**config.mk**
```make
export PLATFORM = sky130hd
export DESIGN_NAME = qh_ring_walker
export DESIGN_NICKNAME = d
export VERILOG_FILES = /design/src/rtl/qhw_pkg.sv /design/src/rtl/qhw_regs.sv /design/src/rtl/qhw_walker.sv /design/src/rtl/qh_ring_walker.sv
export SDC_FILE = /design/constraint.sdc
export NUM_CORES = 1
export LEC_CHECK = 0
export CORE_ASPECT_RATIO = 0.7
export CORE_MARGIN = 2
export CORE_UTILIZATION = 57
export DETAILED_ROUTE_END_ITERATION = 10
export DONT_BUFFER_PORTS = 1
export PLACE_DENSITY = 0.72
export SLEW_MARGIN = 15
export SYNTH_ARGS = -nofsm -noshare
export SYNTH_HDL_FRONTEND = slang
export SYNTH_SLANG_ARGS = --single-unit
```
**constraint.sdc**
```tcl
create_clock -name clk -period 2.7 [get_ports clk]
set_input_delay 0.27 -clock clk [delete_from_list [all_inputs] [get_ports clk]]
set_output_delay 0.27 -clock clk [all_outputs]
set_load 0.1 [all_outputs]
```
**src/rtl/qhw_pkg.sv**
```systemverilog
package qhw_pkg;
    typedef enum logic [1:0] {
        WK_OFF   = 2'd0,
        WK_WAIT  = 2'd1,
        WK_FETCH = 2'd2
    } wk_state_t;

    localparam logic SEL_CTRL = 1'b0;
    localparam logic SEL_LIST = 1'b1;
endpackage

```
**src/rtl/qhw_regs.sv**
```systemverilog
module qhw_regs
    import qhw_pkg::*;
#(
    parameter int AW = 32,
    parameter int AB = 5
) (
    input  logic          clk,
    input  logic          rst_n,
    input  logic          wr_en,
    input  logic          wr_sel,
    input  logic [AW-1:0] wr_data,
    input  logic          sts,
    input  logic          adv,
    input  logic [AW-1:0] adv_ptr,
    output logic          en,
    output logic          err,
    output logic [AW-1:0] list_addr
);
    localparam logic [AB-1:0] LOW_ZERO = '0;

    logic ctrl_wr, list_wr, handshake_ok;

    assign ctrl_wr      = wr_en && (wr_sel == SEL_CTRL);
    assign list_wr      = wr_en && (wr_sel == SEL_LIST);
    assign handshake_ok = (en == sts);

    always_ff @(posedge clk) begin
        if (!rst_n) begin
            en  <= 1'b0;
            err <= 1'b0;
        end else if (ctrl_wr) begin
            if (handshake_ok) en  <= wr_data[0];
            else              err <= 1'b1;
        end
    end

    always_ff @(posedge clk) begin
        if (!rst_n) begin
            list_addr <= '0;
        end else if (adv) begin
            list_addr <= adv_ptr;
        end else if (list_wr && !en && !sts) begin
            list_addr <= {wr_data[AW-1:AB], LOW_ZERO};
        end
    end
endmodule

```
**src/rtl/qhw_walker.sv**
```systemverilog
module qhw_walker
    import qhw_pkg::*;
#(
    parameter int AW = 32,
    parameter int AB = 5
) (
    input  logic          clk,
    input  logic          rst_n,
    input  logic          en,
    input  logic [AW-1:0] list_addr,
    input  logic          uf_start,
    input  logic          uf_end,
    input  logic          rvalid,
    input  logic [AW-1:0] rlink,
    input  logic          ractive,
    output logic          sts,
    output logic          mem_req,
    output logic          adv,
    output logic [AW-1:0] adv_ptr,
    output logic          svc_pulse,
    output logic          svc_work
);
    localparam logic [AB-1:0] LOW_ZERO = '0;

    wk_state_t     state, state_nx;
    logic [AW-1:0] marker;
    logic          lap_work, first_q, stop_q;
    logic          at_mark, ring_empty, halt, pass_start, visit;

    assign at_mark    = (list_addr == marker) && !first_q;
    assign ring_empty = at_mark && !lap_work;
    assign halt       = stop_q || uf_end || !en;
    assign pass_start = (state != WK_FETCH) && (state_nx == WK_FETCH);
    assign visit      = (state == WK_FETCH) && rvalid && !ring_empty;

    always_ff @(posedge clk) begin
        if (!rst_n) state <= WK_OFF;
        else        state <= state_nx;
    end

    always_comb begin
        state_nx = state;
        unique case (state)
            WK_OFF:   if (en && uf_start) state_nx = WK_FETCH;
            WK_WAIT: begin
                if (!en)          state_nx = WK_OFF;
                else if (uf_start) state_nx = WK_FETCH;
            end
            WK_FETCH: if (rvalid && (ring_empty || halt)) state_nx = WK_WAIT;
            default:  state_nx = WK_OFF;
        endcase
    end

    always_ff @(posedge clk) begin
        if (!rst_n) begin
            marker   <= '0;
            lap_work <= 1'b0;
            first_q  <= 1'b0;
            stop_q   <= 1'b0;
        end else if (pass_start) begin
            marker   <= list_addr;
            lap_work <= 1'b0;
            first_q  <= 1'b1;
            stop_q   <= 1'b0;
        end else if (state == WK_FETCH) begin
            if (uf_end || !en) stop_q <= 1'b1;
            if (visit) begin
                first_q  <= 1'b0;
                lap_work <= at_mark ? ractive : (lap_work | ractive);
            end
        end
    end

    always_comb begin
        sts       = (state != WK_OFF);
        mem_req   = (state == WK_FETCH);
        adv       = visit;
        adv_ptr   = {rlink[AW-1:AB], LOW_ZERO};
        svc_pulse = visit;
        svc_work  = ractive;
    end
endmodule

```
**src/rtl/qh_ring_walker.sv**
```systemverilog
module qh_ring_walker
    import qhw_pkg::*;
#(
    parameter int AW = 32,
    parameter int AB = 5
) (
    input  logic          clk,
    input  logic          rst_n,
    input  logic          cfg_we,
    input  logic          cfg_sel,
    input  logic [AW-1:0] cfg_wdata,
    output logic          sched_en,
    output logic          sched_sts,
    output logic [AW-1:0] list_addr,
    output logic          seq_err,
    input  logic          uf_start,
    input  logic          uf_end,
    output logic          mem_req,
    output logic [AW-1:0] mem_addr,
    input  logic          mem_rvalid,
    input  logic [AW-1:0] mem_rlink,
    input  logic          mem_ractive,
    output logic          svc_pulse,
    output logic [AW-1:0] svc_addr,
    output logic          svc_work
);
    logic          adv;
    logic [AW-1:0] adv_ptr;

    qhw_regs #(.AW(AW), .AB(AB)) regs_i (
        .clk(clk), .rst_n(rst_n),
        .wr_en(cfg_we), .wr_sel(cfg_sel), .wr_data(cfg_wdata),
        .sts(sched_sts), .adv(adv), .adv_ptr(adv_ptr),
        .en(sched_en), .err(seq_err), .list_addr(list_addr)
    );

    qhw_walker #(.AW(AW), .AB(AB)) walk_i (
        .clk(clk), .rst_n(rst_n),
        .en(sched_en), .list_addr(list_addr),
        .uf_start(uf_start), .uf_end(uf_end),
        .rvalid(mem_rvalid), .rlink(mem_rlink), .ractive(mem_ractive),
        .sts(sched_sts), .mem_req(mem_req),
        .adv(adv), .adv_ptr(adv_ptr),
        .svc_pulse(svc_pulse), .svc_work(svc_work)
    );

    assign mem_addr = list_addr;
    assign svc_addr = list_addr;
endmodule

```
# Word-level counts from Yosys, hierarchy flattened
# Index checks and enable logic that the tools add are counted.
# Widths: inputs -> output; s select.
# word_totals
ff_bits	61
in_bits	72
output_inout_bits	102
elab_cells	60
# classes
eq_ne	6
muxes	11
bitwise	4
n_reduce_logical	31
# op_table
operator	n
$mux 32	2
$eq 27x27->1	1
$logic_and 1x1->1	11
$reduce_and 2->1	5
$mux 2	4
$reduce_bool 2->1	4
$pmux 2 s3	1
$logic_not 1->1	5
$eq 2x2->1 const B	2
$logic_or 1x1->1	4
$mux 1	4
$not 1->1	3
$eq 2x1->1 const B	1
$logic_not 2->1	1
$ne 2x2->1 const B	1
$reduce_or 2->1	1
$eq 1x1->1	1
$or 1x1->1	1

# Longest topological paths before layout
# logic_depth
ltp_word	11
ltp_mapped	8
ltp_nobuf	6

# Modules after synthesis
# Synthesis repeated with hierarchy kept, for this count alone.
# hier_totals
cells_unflattened	498
hier_area_um2	4281.6
# by_module_without_submodules
module	n_inst	cells_per_inst	area_each_um2	seq_area_each_um2
qhw_walker	1	276	2197.1	740.7
qhw_regs	1	158	1604.0	680.7
qh_ring_walker	1	64	480.5	0.0

# Least setup slack after synthesis
# OpenSTA, ideal clock, no wires.
# synth_timing
kind	flip-flop to output port
from	reg walk_i.state[1]
to	out svc_pulse
t_arrival_ns	3.055
t_required_ns	2.430
slack_ns	-0.625
path_stages_with_launch	7
path_buffers	2
cell_sequence	dfxtp_1 -> nor2b_1 -> and2_1 -> o21ai_2 -> buf_6 -> buf_6 -> inv_1
# synth_between
elab_chain_cells	3
# synth_rtl
item	line_no	rtl
start, declared	qhw_walker.sv:25	wk_state_t state, state_nx;
start signal, assigned	qhw_walker.sv:38	else state <= state_nx;
$eq 2x2->1	-	
net mem_req	qh_ring_walker.sv:18	output logic mem_req,
$logic_and 1x1->1 (2 in series)	qhw_walker.sv:34	assign visit = (state == WK_FETCH) && rvalid && !ring_empty;
end, declared	qh_ring_walker.sv:23	output logic svc_pulse,
# The timed path passes the listed nets, and every way through them passes these cells.

# Final worst setup path
# layout_timing
from	reg regs_i.list_addr[23]
to	out svc_pulse
# layout_between
elab_chain_cells	5
# layout_rtl
item	line_no	rtl
start, declared	qhw_regs.sv:17	output logic [AW-1:0] list_addr
start signal, assigned	qhw_regs.sv:41	list_addr <= adv_ptr;
start signal, assigned	qhw_regs.sv:43	list_addr <= {wr_data[AW-1:AB], LOW_ZERO};
$eq 27x27->1	qhw_walker.sv:30	assign at_mark = (list_addr == marker) && !first_q;
$logic_and 1x1->1	qhw_walker.sv:30	
$logic_and 1x1->1	qhw_walker.sv:31	assign ring_empty = at_mark && !lap_work;
$logic_not 1->1	qhw_walker.sv:34	
$logic_and 1x1->1	qhw_walker.sv:34	
# No other way between the ends.

==> results.sh <==
export IMPL_synth_cells_most_frequent="70 x buf_4, 61 x dfxtp_1, 55 x nand2_1, 29 x a21boi_0, 29 x inv_1"
export IMPL_n_antenna_cell=0
export IMPL_floorplan_io_pins=174
export IMPL_io_buffers=0
export IMPL_yosysUniqueCellTypes=32
export IMPL_fill_cell_total_of_the_finished_layout=544
export IMPL_maxSlewViolCount=0
export IMPL_ir_worst_vdd_mv=0.4807
export IMPL_status="finished, final reports clean"
export IMPL_slew_headroom=0.3537
export IMPL_grt_max_degree=61
export IMPL_wire_per_inst_um=14.79
export IMPL_num_rows=23
export IMPL_fraction_of_synthesis_flops_using_an_asynchronous_set_or_reset_pin=0
export IMPL_synth_seq_area_share=0.3455
export IMPL_cp_data_arrival_time_ns=2.20
export IMPL_grt_use_met2=0.3478
export IMPL_hold_slack_ns=0.05510
export IMPL_critical_path_startpoint_type="register"
export IMPL_syn_area_um2=3535
export IMPL_synthToLayoutAreaGrowth_pct=3.929
export IMPL_drc=0
export IMPL_gp_congestion=0.7811
export IMPL_timing_hold_violations_final=0
export IMPL_tritoncts="built"
export IMPL_synth_ff_latch_count=61
export IMPL_multi_input_comb_area_um2=1625
export IMPL_via_count_of_the_first_global_routing_pass=2326
export IMPL_clock_tree_sinks=61
export IMPL_synth_area_per_cell_um2=8.476
export IMPL_number_of_antenna_violations_at_the_first_check_in_global_routing=0
export IMPL_postSynth_topFlopCell="dfxtp_1"
export IMPL_setup_crit_end_kind="primary output"
export IMPL_synthesis_instances=417
export IMPL_first_iter_violations=77
export IMPL_synth_edf_count=0
export IMPL_tightest_slew_ns=0.9681
export IMPL_overflow_left_after_global_routing=0
export IMPL_post_route_period_util=0.9161
export IMPL_top_usage_layer="met2"
export IMPL_die_width_um=98.12
export IMPL_worst_path_max_fanout=7
export IMPL_grtUsageMet1=0.2608
export IMPL_report_power_total_mw=2.577
export IMPL_clock_tree_buffer_depth=2
export IMPL_via_count=2476
export IMPL_globalRouteTotalUtil=0.2058
export IMPL_hp_class="primary input to register"
export IMPL_hpwlAfterDp_um=4821
export IMPL_cts_buffers_inserted=9
export IMPL_grt_util_met3=0.06406
export IMPL_cp_required_ns=2.43
export IMPL_start_util=0.6051
export IMPL_static_leakage_power_nw=1.535
export IMPL_finalSetupTns_ns=0
export IMPL_grt_first_pass_wirelength_um=11390
export IMPL_finalClockSkew_ns=0.008250
export IMPL_clock_root_buffer="clkbuf_8"
export IMPL_ys_warn_count=0
export IMPL_firstDrtPassIters=4
export IMPL_grt_setup_unrepaired="false"
export IMPL_fp_dieArea_um2=6857
export IMPL_post_synth_top_count_cell="buf_4"
export IMPL_layout_min_cycle_time_ns=2.473
export IMPL_route_detailed_vias_per_inst=5.279
export IMPL_post_synth_main_area_contributors="dfxtp_1 35%, buf_4 15%, a2bb2oi_1 6.9%"
export IMPL_antenna_violating_nets_left=0
export IMPL_layout_area_seq_um2=1323
export IMPL_final_nets=461
export IMPL_routed_wl_um=6935
export IMPL_die_height_um=69.89
export IMPL_report_final_setup_viol=0
export IMPL_yosys_area_top_type_share=0.3455
export IMPL_ctsHoldBuffers=0
export IMPL_drive_gt1_frac=0.2183
export IMPL_drv_max_cap_violation_count=0
export IMPL_max_freq_ghz=0.4043
export IMPL_clk_latency_ns=0.32
export IMPL_fp_coreArea_um2=5842
export IMPL_cts_htree_levels=3
export IMPL_p_per_area_nw_per_um2=701.6
export IMPL_setup_worst_path_class="register to primary output"
export IMPL_netlist_top_cell_by_area="dfxtp_1"
export IMPL_clkTransAtPathRegs_ns=0.07
stage by stage:
| step | worst slack [ns] | area, um^2 | std cells | util |
|---|---|---|---|---|
| 3_3_place_gp | 0.3772 | 3446 | 448 | 0.5898 |
| 2_1_floorplan | 0.001109 | 3611 | 431 | - |
| 3_5_place_dp | 0.3704 | 3446 | 448 | 0.5898 |
| 5_1_grt | 0.07787 | 3674 | 469 | 0.6288 |
| 4_1_cts | 0.09864 | 3636 | 464 | 0.6224 |
| 6_report | 0.2266 | 3674 | 469 | 0.6288 |
layer usage:
layer,vias up,wire length (um)
li1,1241,-
met1,1144,3261
met2,87,3225
met3,4,412
met4,0,36
met5,-,0
path summary, 6_finish.rpt:
check                       start              endpoint  slack, ns  cells after the start
min reg2reg      walk_i.marker[6]      walk_i.marker[6]       0.47                      2
min                    mem_rvalid       walk_i.state[1]       0.06                      1
max reg2reg  regs_i.list_addr[23]  regs_i.list_addr[20]       0.32                      8
max          regs_i.list_addr[23]             svc_pulse       0.23                      6
sequential cells by signal, indices dropped and copies added, names as in the netlist:
name	flops
regs_i.en	1
regs_i.err	1
regs_i.list_addr	27
walk_i.first_q	1
walk_i.lap_work	1
walk_i.marker	27
walk_i.state	2
walk_i.stop_q	1
layout make-up:
| class | instances | share of cell area |
|---|---|---|
| sequential | 61 | 0.3600 |
| timing repair buffer | 41 | 0.09060 |
| clock inverter | 7 | 0.01805 |
| tap | 75 | 0.02554 |
| multi-input combinational | 247 | 0.4424 |
| inverter | 29 | 0.02963 |
| clock buffer | 9 | 0.03372 |
where the power goes:
part	switching [mW]	total [mW]	internal (mW)
clock	0.355	0.774	0.419
sequential	0.0278	0.948	0.920
combinational	0.729	0.855	0.127
cell families after synthesis:
group	share of synthesized area
buffers and inverters	0.2159
and+or+nand+nor	0.1628
AOI/OAI and AO/OA	0.2053
DFF	0.3455
xor gates and xnor gates	0.06938
other	0.001061
placed cells by master (no fill, tap or decap):
cell / instances
a21boi_0: 29
a21boi_1: 27
a21oi_1: 3
a2bb2oi_1: 28
a31oi_1: 1
and2_1: 1
and3b_1: 1
buf_12: 2
buf_4: 39
bufinv_16: 1
clkbuf_8: 9
clkinv_1: 1
clkinv_2: 2
clkinvlp_4: 3
conb_1: 15
dfxtp_1: 34
dfxtp_4: 27
inv_1: 29
nand2_1: 55
nand2b_1: 3
nand3_1: 1
nand3b_1: 28
nand4_1: 4
nor2_1: 6
nor2_4: 1
nor2b_1: 1
nor2b_4: 1
nor4_1: 5
o21a_1: 1
o21ai_0: 3
o21ai_4: 1
o31ai_1: 1
or3_1: 1
or4_1: 1
or4bb_1: 1
xnor2_1: 12
xor2_1: 16
critical path: stages, from the launching register on:
cell and delay [ns]:
dfxtp_4 0.35, xor2_1 0.13, nor4_1 0.48, nand4_1 0.33
o21ai_4 0.30, inv_1 0.06, buf_4 0.23
timing repair:
action	4_1_cts	5_1_grt
buffers inserted	0	5
setup endpoints to repair	0	1
gates resized for setup	0	0
(Power assumes the default switching activity.)
